--- src/rtl/pidm_pkg.sv ---
package pidm_pkg;

    localparam int PERM_RD = 0;
    localparam int PERM_WR = 1;
    localparam int PERM_EX = 2;

    typedef struct packed {
        logic [2:0] perm;
        logic       hit;
    } pidm_res_t;

endpackage

--- src/rtl/pidm_slot.sv ---
module pidm_slot #(
    parameter int SLOT_W = 32,
    parameter int ID_W   = 16,
    parameter int AID_W  = 20
) (
    input  logic [SLOT_W-1:0] slot_i,
    input  logic [AID_W-1:0]  aid_i,
    input  logic              live_i,
    output logic              hit_o,
    output logic              wd_o
);
    logic unused_bits;
    assign unused_bits = ^{slot_i[SLOT_W-1:ID_W+1], aid_i[AID_W-1:ID_W]};

    assign hit_o = live_i && (slot_i[ID_W:1] == aid_i[ID_W-1:0]);
    assign wd_o  = slot_i[0];
endmodule

--- src/rtl/pidm_prio.sv ---
module pidm_prio #(
    parameter int N = 8
) (
    input  logic [N-1:0] req_i,
    output logic [N-1:0] gnt_o,
    output logic         any_o
);
    logic seen;

    always_comb begin
        gnt_o = '0;
        seen  = 1'b0;
        for (int k = 0; k < N; k++) begin
            if (req_i[k] && !seen) begin
                gnt_o[k] = 1'b1;
            end
            seen = seen | req_i[k];
        end
        any_o = seen;
    end

    // only the first request may be granted
    always_comb begin
        p_single_grant_r3: assert ($onehot0(gnt_o));
        p_grant_iff_req_r6: assert (any_o == (gnt_o != '0));
    end
endmodule

--- src/rtl/pid_matcher.sv ---
module pid_matcher #(
    parameter int NUM_REGS = 4,
    parameter int REG_W    = 64,
    parameter int ID_W     = 16,
    parameter int AID_W    = 20,
    parameter bit OUT_REG  = 1'b1
) (
    input  logic                      clk,
    input  logic                      rst_n,
    input  logic                      en_i,
    input  logic                      wide_i,
    input  logic [AID_W-1:0]          aid_i,
    input  logic [NUM_REGS*REG_W-1:0] pid_regs_i,
    output logic [2:0]                perm_o,
    output logic                      hit_o
);
    import pidm_pkg::*;

    localparam int SLOT_W = REG_W / 2;
    localparam int NSLOT  = NUM_REGS * 2;

    function automatic logic [NSLOT-1:0] odd_mask();
        logic [NSLOT-1:0] m;
        m = '0;
        for (int k = 1; k < NSLOT; k += 2) m[k] = 1'b1;
        return m;
    endfunction
    localparam logic [NSLOT-1:0] HI_MASK = odd_mask();

    logic [NSLOT-1:0] slot_hit;
    logic [NSLOT-1:0] slot_wd;
    logic [NSLOT-1:0] gnt;
    logic             any_hit;
    pidm_res_t        res_d;
    pidm_res_t        res_q;

    // slot index 2r+h: register r, half h (0 = low, 1 = high)
    for (genvar r = 0; r < NUM_REGS; r++) begin : g_reg
        for (genvar h = 0; h < 2; h++) begin : g_half
            pidm_slot #(
                .SLOT_W (SLOT_W),
                .ID_W   (ID_W),
                .AID_W  (AID_W)
            ) u_slot (
                .slot_i (pid_regs_i[r*REG_W + h*SLOT_W +: SLOT_W]),
                .aid_i  (aid_i),
                .live_i ((h == 0) ? 1'b1 : wide_i),
                .hit_o  (slot_hit[2*r+h]),
                .wd_o   (slot_wd[2*r+h])
            );
        end
    end

    pidm_prio #(.N(NSLOT)) u_prio (
        .req_i (slot_hit),
        .gnt_o (gnt),
        .any_o (any_hit)
    );

    always_comb begin
        res_d = '0;
        if (!en_i || (aid_i == '0)) begin
            res_d.perm = 3'b111;
            res_d.hit  = 1'b0;
        end else if (any_hit) begin
            res_d.hit           = 1'b1;
            res_d.perm[PERM_RD] = 1'b1;
            res_d.perm[PERM_EX] = 1'b1;
            res_d.perm[PERM_WR] = ~|(gnt & slot_wd);
        end
    end

    if (OUT_REG) begin : g_oreg
        always_ff @(posedge clk or negedge rst_n) begin
            if (!rst_n) res_q <= '0;
            else        res_q <= res_d;
        end

        // a hit always carries read and execute
        p_hit_rx_r2: assert property (@(posedge clk) disable iff (!rst_n)
            hit_o |-> (perm_o[PERM_RD] && perm_o[PERM_EX]));

        // high halves never win in narrow mode
        p_narrow_hi_r5: assert property (@(posedge clk) disable iff (!rst_n)
            !wide_i |-> ((gnt & HI_MASK) == '0));

        // public page opens everything one cycle later
        p_public_r7: assert property (@(posedge clk) disable iff (!rst_n)
            ($past(rst_n) && $past(aid_i == '0)) |-> (perm_o == 3'b111 && !hit_o));

        // disabled checking opens everything one cycle later
        p_disabled_r8: assert property (@(posedge clk) disable iff (!rst_n)
            ($past(rst_n) && $past(!en_i)) |-> (perm_o == 3'b111 && !hit_o));

        // output follows the previous cycle's evaluation
        p_latency_r9: assert property (@(posedge clk) disable iff (!rst_n)
            ($past(rst_n) && $past(en_i) && $past(aid_i != '0) && $past(!any_hit))
                |-> (perm_o == 3'b000 && !hit_o));
    end else begin : g_comb
        logic unused_clk;
        assign unused_clk = clk ^ rst_n;
        assign res_q = res_d;
    end

    assign perm_o = res_q.perm;
    assign hit_o  = res_q.hit;
endmodule

--- config.mk ---
export PLATFORM = sky130hd
export DESIGN_NAME = pid_matcher
export DESIGN_NICKNAME = d
export VERILOG_FILES = /design/src/rtl/pidm_pkg.sv /design/src/rtl/pidm_slot.sv /design/src/rtl/pidm_prio.sv /design/src/rtl/pid_matcher.sv
export SDC_FILE = /design/constraint.sdc
export NUM_CORES = 1
export LEC_CHECK = 0
export ABC_AREA = 1
export BUFFER_PORTS_ARGS = -buffer_cell sky130_fd_sc_hd__buf_2
export CORE_AREA = 8 8 103 105
export CTS_BUF_LIST = sky130_fd_sc_hd__clkbuf_16
export DETAILED_ROUTE_END_ITERATION = 10
export DIE_AREA = 0 0 111 113
export PLACE_DENSITY = 0.7
export REMOVE_ABC_BUFFERS = 1
export SYNTH_ARGS = -nofsm -noshare
export SYNTH_HDL_FRONTEND = slang
export SYNTH_HIERARCHICAL = 1
export SYNTH_SLANG_ARGS = --single-unit
export TNS_END_PERCENT = 100
--- constraint.sdc ---
create_clock -name clk -period 0.8 [get_ports clk]
set_input_delay 0 -clock clk [delete_from_list [all_inputs] [get_ports clk]]
set_output_delay 0 -clock clk [all_outputs]
set_load 0.005 [all_outputs]
== After elaboration in Yosys (flattened, before gate mapping) ==
Cells that the tools add are included.

* Output and inout port bits: 4
* Logic and storage cells: 51
* Bits of input ports: 280
* Bits in registers: 4

* Bitwise operators: 8
* Eq/ne operators: 8
* Multiplexer cells: 10
* Reductions and logical operators: 23

{| class="wikitable"
|+ Operator list
! cell !! count
|-
| == test 16 bit || 8
|-
| zero test 20 bit || 1
|-
| logical AND 1 bit || 11
|-
| zero test 1 bit || 9
|-
| AND 8 bit || 1
|-
| two-way mux 1 bit || 8
|-
| two-way mux 4 bit || 2
|-
| OR reduction 8 bit || 1
|-
| OR 1 bit || 7
|-
| logical OR 1 bit || 1
|}

== Logic depth before layout (Yosys ltp) ==
* Depth after elaboration: 16
* Gate-level depth with buffers: 18
* Gate-level depth less buffers: 18

== By module ==
The synthesis kept the hierarchy.

{| class="wikitable"
|+ By module, submodules not included
! module !! sequential area each (um^2) !! cells an instance !! area each (um^2) !! instances
|-
| pidm_slot || 0.0 || 64 || 282.8 || 8
|-
| pid_matcher || 75.1 || 41 || 239.0 || 1
|-
| pidm_prio || 0.0 || 21 || 112.6 || 1
|}

== Least setup slack after synthesis ==
OpenSTA, ideal clock, no wires.

* Path kind: input to register
* Start: input aid_i[6]
* End: register res_q, in the netlist perm_o[1]
* Data required time: 732 ps
* Stages: 18
* Setup time: 68 ps
* Slack: -440 ps
* Path buffers: 0
* Arrival: 1172 ps
* Cells stage by stage: inv_1 nand2_1 nand2_1 nor2_1 nand2_1 nor2_1 nand2_1 nor2_1 nor2_2 nand3_2 nor2_2 nand3_2 nor2_2 nand2_1 nand2_1 nor2_1 nand3_1 nand3_1

{| class="wikitable"
|+ RTL lines
! what !! line !! source
|-
| start, declared || pid_matcher.sv:12 || <nowiki>input logic [AID_W-1:0] aid_i,</nowiki>
|-
| end signal, assigned || pid_matcher.sv:76 || <nowiki>else res_q <= res_d;</nowiki>
|-
| end, declared || pid_matcher.sv:35 || <nowiki>pidm_res_t res_q;</nowiki>
|}

==> results by group <==
Run status
  – Status: complete, but fails checks
  – Failing checks: negative setup slack

Placement
  – GP Congestion: 0.902
  – Detailed Place HPWL: 9270 um
  – # port buffers: 163
  – Setup WS pre-CTS: -894 ps
  – DP Cell Count: ~860

Power and ir drop
  – Sequential Power Share: 5.6%
  – Gate power share: 66.7%
  – Clock share of power: 27.7%
  – Internal: 1.76 mW
  – Sw power: roughly 1.1 mW
  – Pleak: roughly 2.8 nW
  – Switching Share: 38.2%
  – Peak VDD IR: 0.434 mV
  – Pwr dens: between 600 and 700 mW/mm^2

Clock network
  – # clock sinks: 3
  – CTS clk-pin slew, worst paths: ~30 ps
  – Clock Tree Root: clkbuf_16
  – H-tree levels: 1
  – TritonCTS clock tree: built
  – CTS Buf Count: 3
  – Maximum root-to-sink buffer count: 2

Yosys
  – Mean Syn Cell Area: between 4 and 5 sq um
  – Cells after synthesis: 574
  – Area leader, netlist: nand2_1
  – Synthesis-stage register bit count: 3
  – Post-synthesis sequential area ratio: 2.87%
  – Synth top area cells: nand2_1 (33%), inv_1 (16%), nor2_1 (14%), xor2_1 (13%), o22ai_1 (3.8%)
  – Post-Syn Area: ~0.0026 sq mm
  – Yosys cell types: 19
  – Yosys top cell area share: 33.0%
  – YS warnings: 6

Detailed routing
  – Routed WL: 12300 um
  – Pre-Repair DR Iteration Count: 4
  – Via density: 4.27
  – Wirelength per Cell: 13.9 um
  – Drc violations: 0
  – Detailed-route via count: 3786
  – Final antenna-violating net count: 0
  – Iter 0 DRT Violations: between 150 and 200

Floorplan
  – Starting Density: around 29%
  – Core area: around 0.0090 sq mm
  – DIE AREA: around 0.013 sq mm
  – Ports: ~280
  – Die H: around 110 um
  – Die X: 111 um
  – Rows: 35

Timing
  – RSZ-0062 raised after global routing: true
  – Slew Viols, Final: 0
  – Period utilization: 164%
  – Crit path time final: 1310 ps
  – Final hold violation count: 0
  – F_max: between 700 and 800 MHz
  – Setup ws final: -510 ps
  – # setup viols final: 3

Finish
  – Commonest non-fill, non-tap cell in the layout: nand2_1
  – Fraction of layout cells with a size suffix above 1: 36.4%
  – Layout Area Growth over Synthesis: 67.4%
  – Layout Nets: 1054
  – Most frequent cells in the layout: nand2_1 (223), buf_2 (144), inv_1 (97), nor2_1 (86), xor2_1 (38)
  – Post-Layout Cell Count: 886

Setup path
  – Critical-path maximum fanout: 9
  – Cell Chain, Critical Path: buf_16 -> buf_6 -> nand2_1 -> nand2_1 -> nor2_1 -> nand2_1 -> nor2_2 -> nand2_1 -> nor2_2 -> inv_2 -> nor3_2 -> nand2_1 -> nand2_1 -> a21oi_2 -> nand3_1 -> nand3_1
  – CP max-delay cell: nor3_2
  – CP peak stage delay: ~150 ps
  – CP Data Required Time: 900 ps
  – CP startpoint: aid_i[7]
  – Critical Path Source Type: primary input
  – Crit path DAT: 1410 ps
  – Setup crit end kind: flop
  – Critical path class: in -> reg
  – Most used cell, CP: nand2_1

Global routing
  – Global route total overflow: 0
  – Gr usage total: 17.4%
  – First-pass GRT wire length: 18000 um
  – Antenna violations before repair: 3
  – Vias in the first global route: between 3000 and 4000
  – Largest net degree at the start of global routing: 18

Worst hold path
  – Hold crit path type: in -> reg
  – Min-delay src: pid_regs_i[32]

Job
  – Max cap viols: 0
## cell usage after synthesis (all sizes together)
master and count:
nor3 10, xor2 40, dfrtp 3, inv 136, nand4 2, nand3 14, nor2 100, o22ai 16
nor4 1, a21oi 2, and2 1, buf 10, conb 1, o21ai 8, nand2 230
## metal layers
layer | global-route usage [%] | part of all wire (%)
met1 | 20.1 | 42
met2 | 30.0 | 49
met3 | 4.87 | 7.8
met4 | 5.59 | 1.6
met5 | 0 | 0.11
## flip-flops by register name (all words and copies together), names as in the netlist
register and count:
hit_o 1, perm_o 2
## final timing paths
path                                       end  slack, ps  cells after the start
max in group asynchronous  perm_o[0]$_DFF_PN0_        530                      2
worst max-delay path       perm_o[1]$_DFF_PN0_       -510                     16
worst min-delay path       perm_o[1]$_DFF_PN0_        110                      4
min in group asynchronous  perm_o[1]$_DFF_PN0_        160                      2
## stage by stage
stage	power (mW)	setup TNS [ps]	hold WS, ps	area (sq um)	utilization [%]
final	2.85	-1260	113	4380	48.7
after global routing	3.09	-1700	155	4380	48.7
after CTS	2.69	-1030	91.6	4080	45.4
after floorplan	0.910	-918	-296	2550	-
after global placement	1.72	-2390	-200	3680	41.0
after detailed placement	1.74	-2450	-200	3680	41.0
## critical path: cells and delay by family
family	cells	cell delay [ps]
buffers and inverters	3	330
AOI/OAI and AO/OA	1	40
and+or+nand+nor	12	1040
## layout make-up
class                           instances  area, sq um
Multi-Input combinational cell        428         2070
Sequential cell                         3         75.1
Fill cell                             971         4600
Inverter                              136          520
Timing Repair Buffer                  202         1490
Tap cell                              111          139
Clock inverter                          1         3.75
Antenna cell                            2         5.00
Clock buffer                            3         75.1
## timing repair
item                                    CTS  global route
setup buffers                             2             5
hold endpoints to repair                  4             0
gates resized for setup                  82            29
hold buffers                              2             0
pin swaps                                17            21
endpoints found under the setup margin    3             3
cloned                                    1             7
## logic make-up (layout without fill, tap and decap cells)
group	Yosys count	count (layout)	share of synthesized area [%]
and+or+nand+nor	358	358	55.4
buffers and inverters	146	342	22.4
xor gates and xnor gates	40	40	13.4
AOI/OAI and AO/OA	26	26	5.74
DFF	3	3	2.87
other	1	6	0.143
## power by group through the flow
stage | sequential, mW | clock (mW) | combinational, mW
after CTS | 0.159 | 0.788 | 1.74
after global placement | 0.161 | 0 | 1.56
after global routing | 0.160 | 0.805 | 2.12
final | 0.159 | 0.789 | 1.90
after detailed placement | 0.161 | 0 | 1.57
after floorplan | 0.163 | 0 | 0.747
Power figures use the tool's default switching activity.
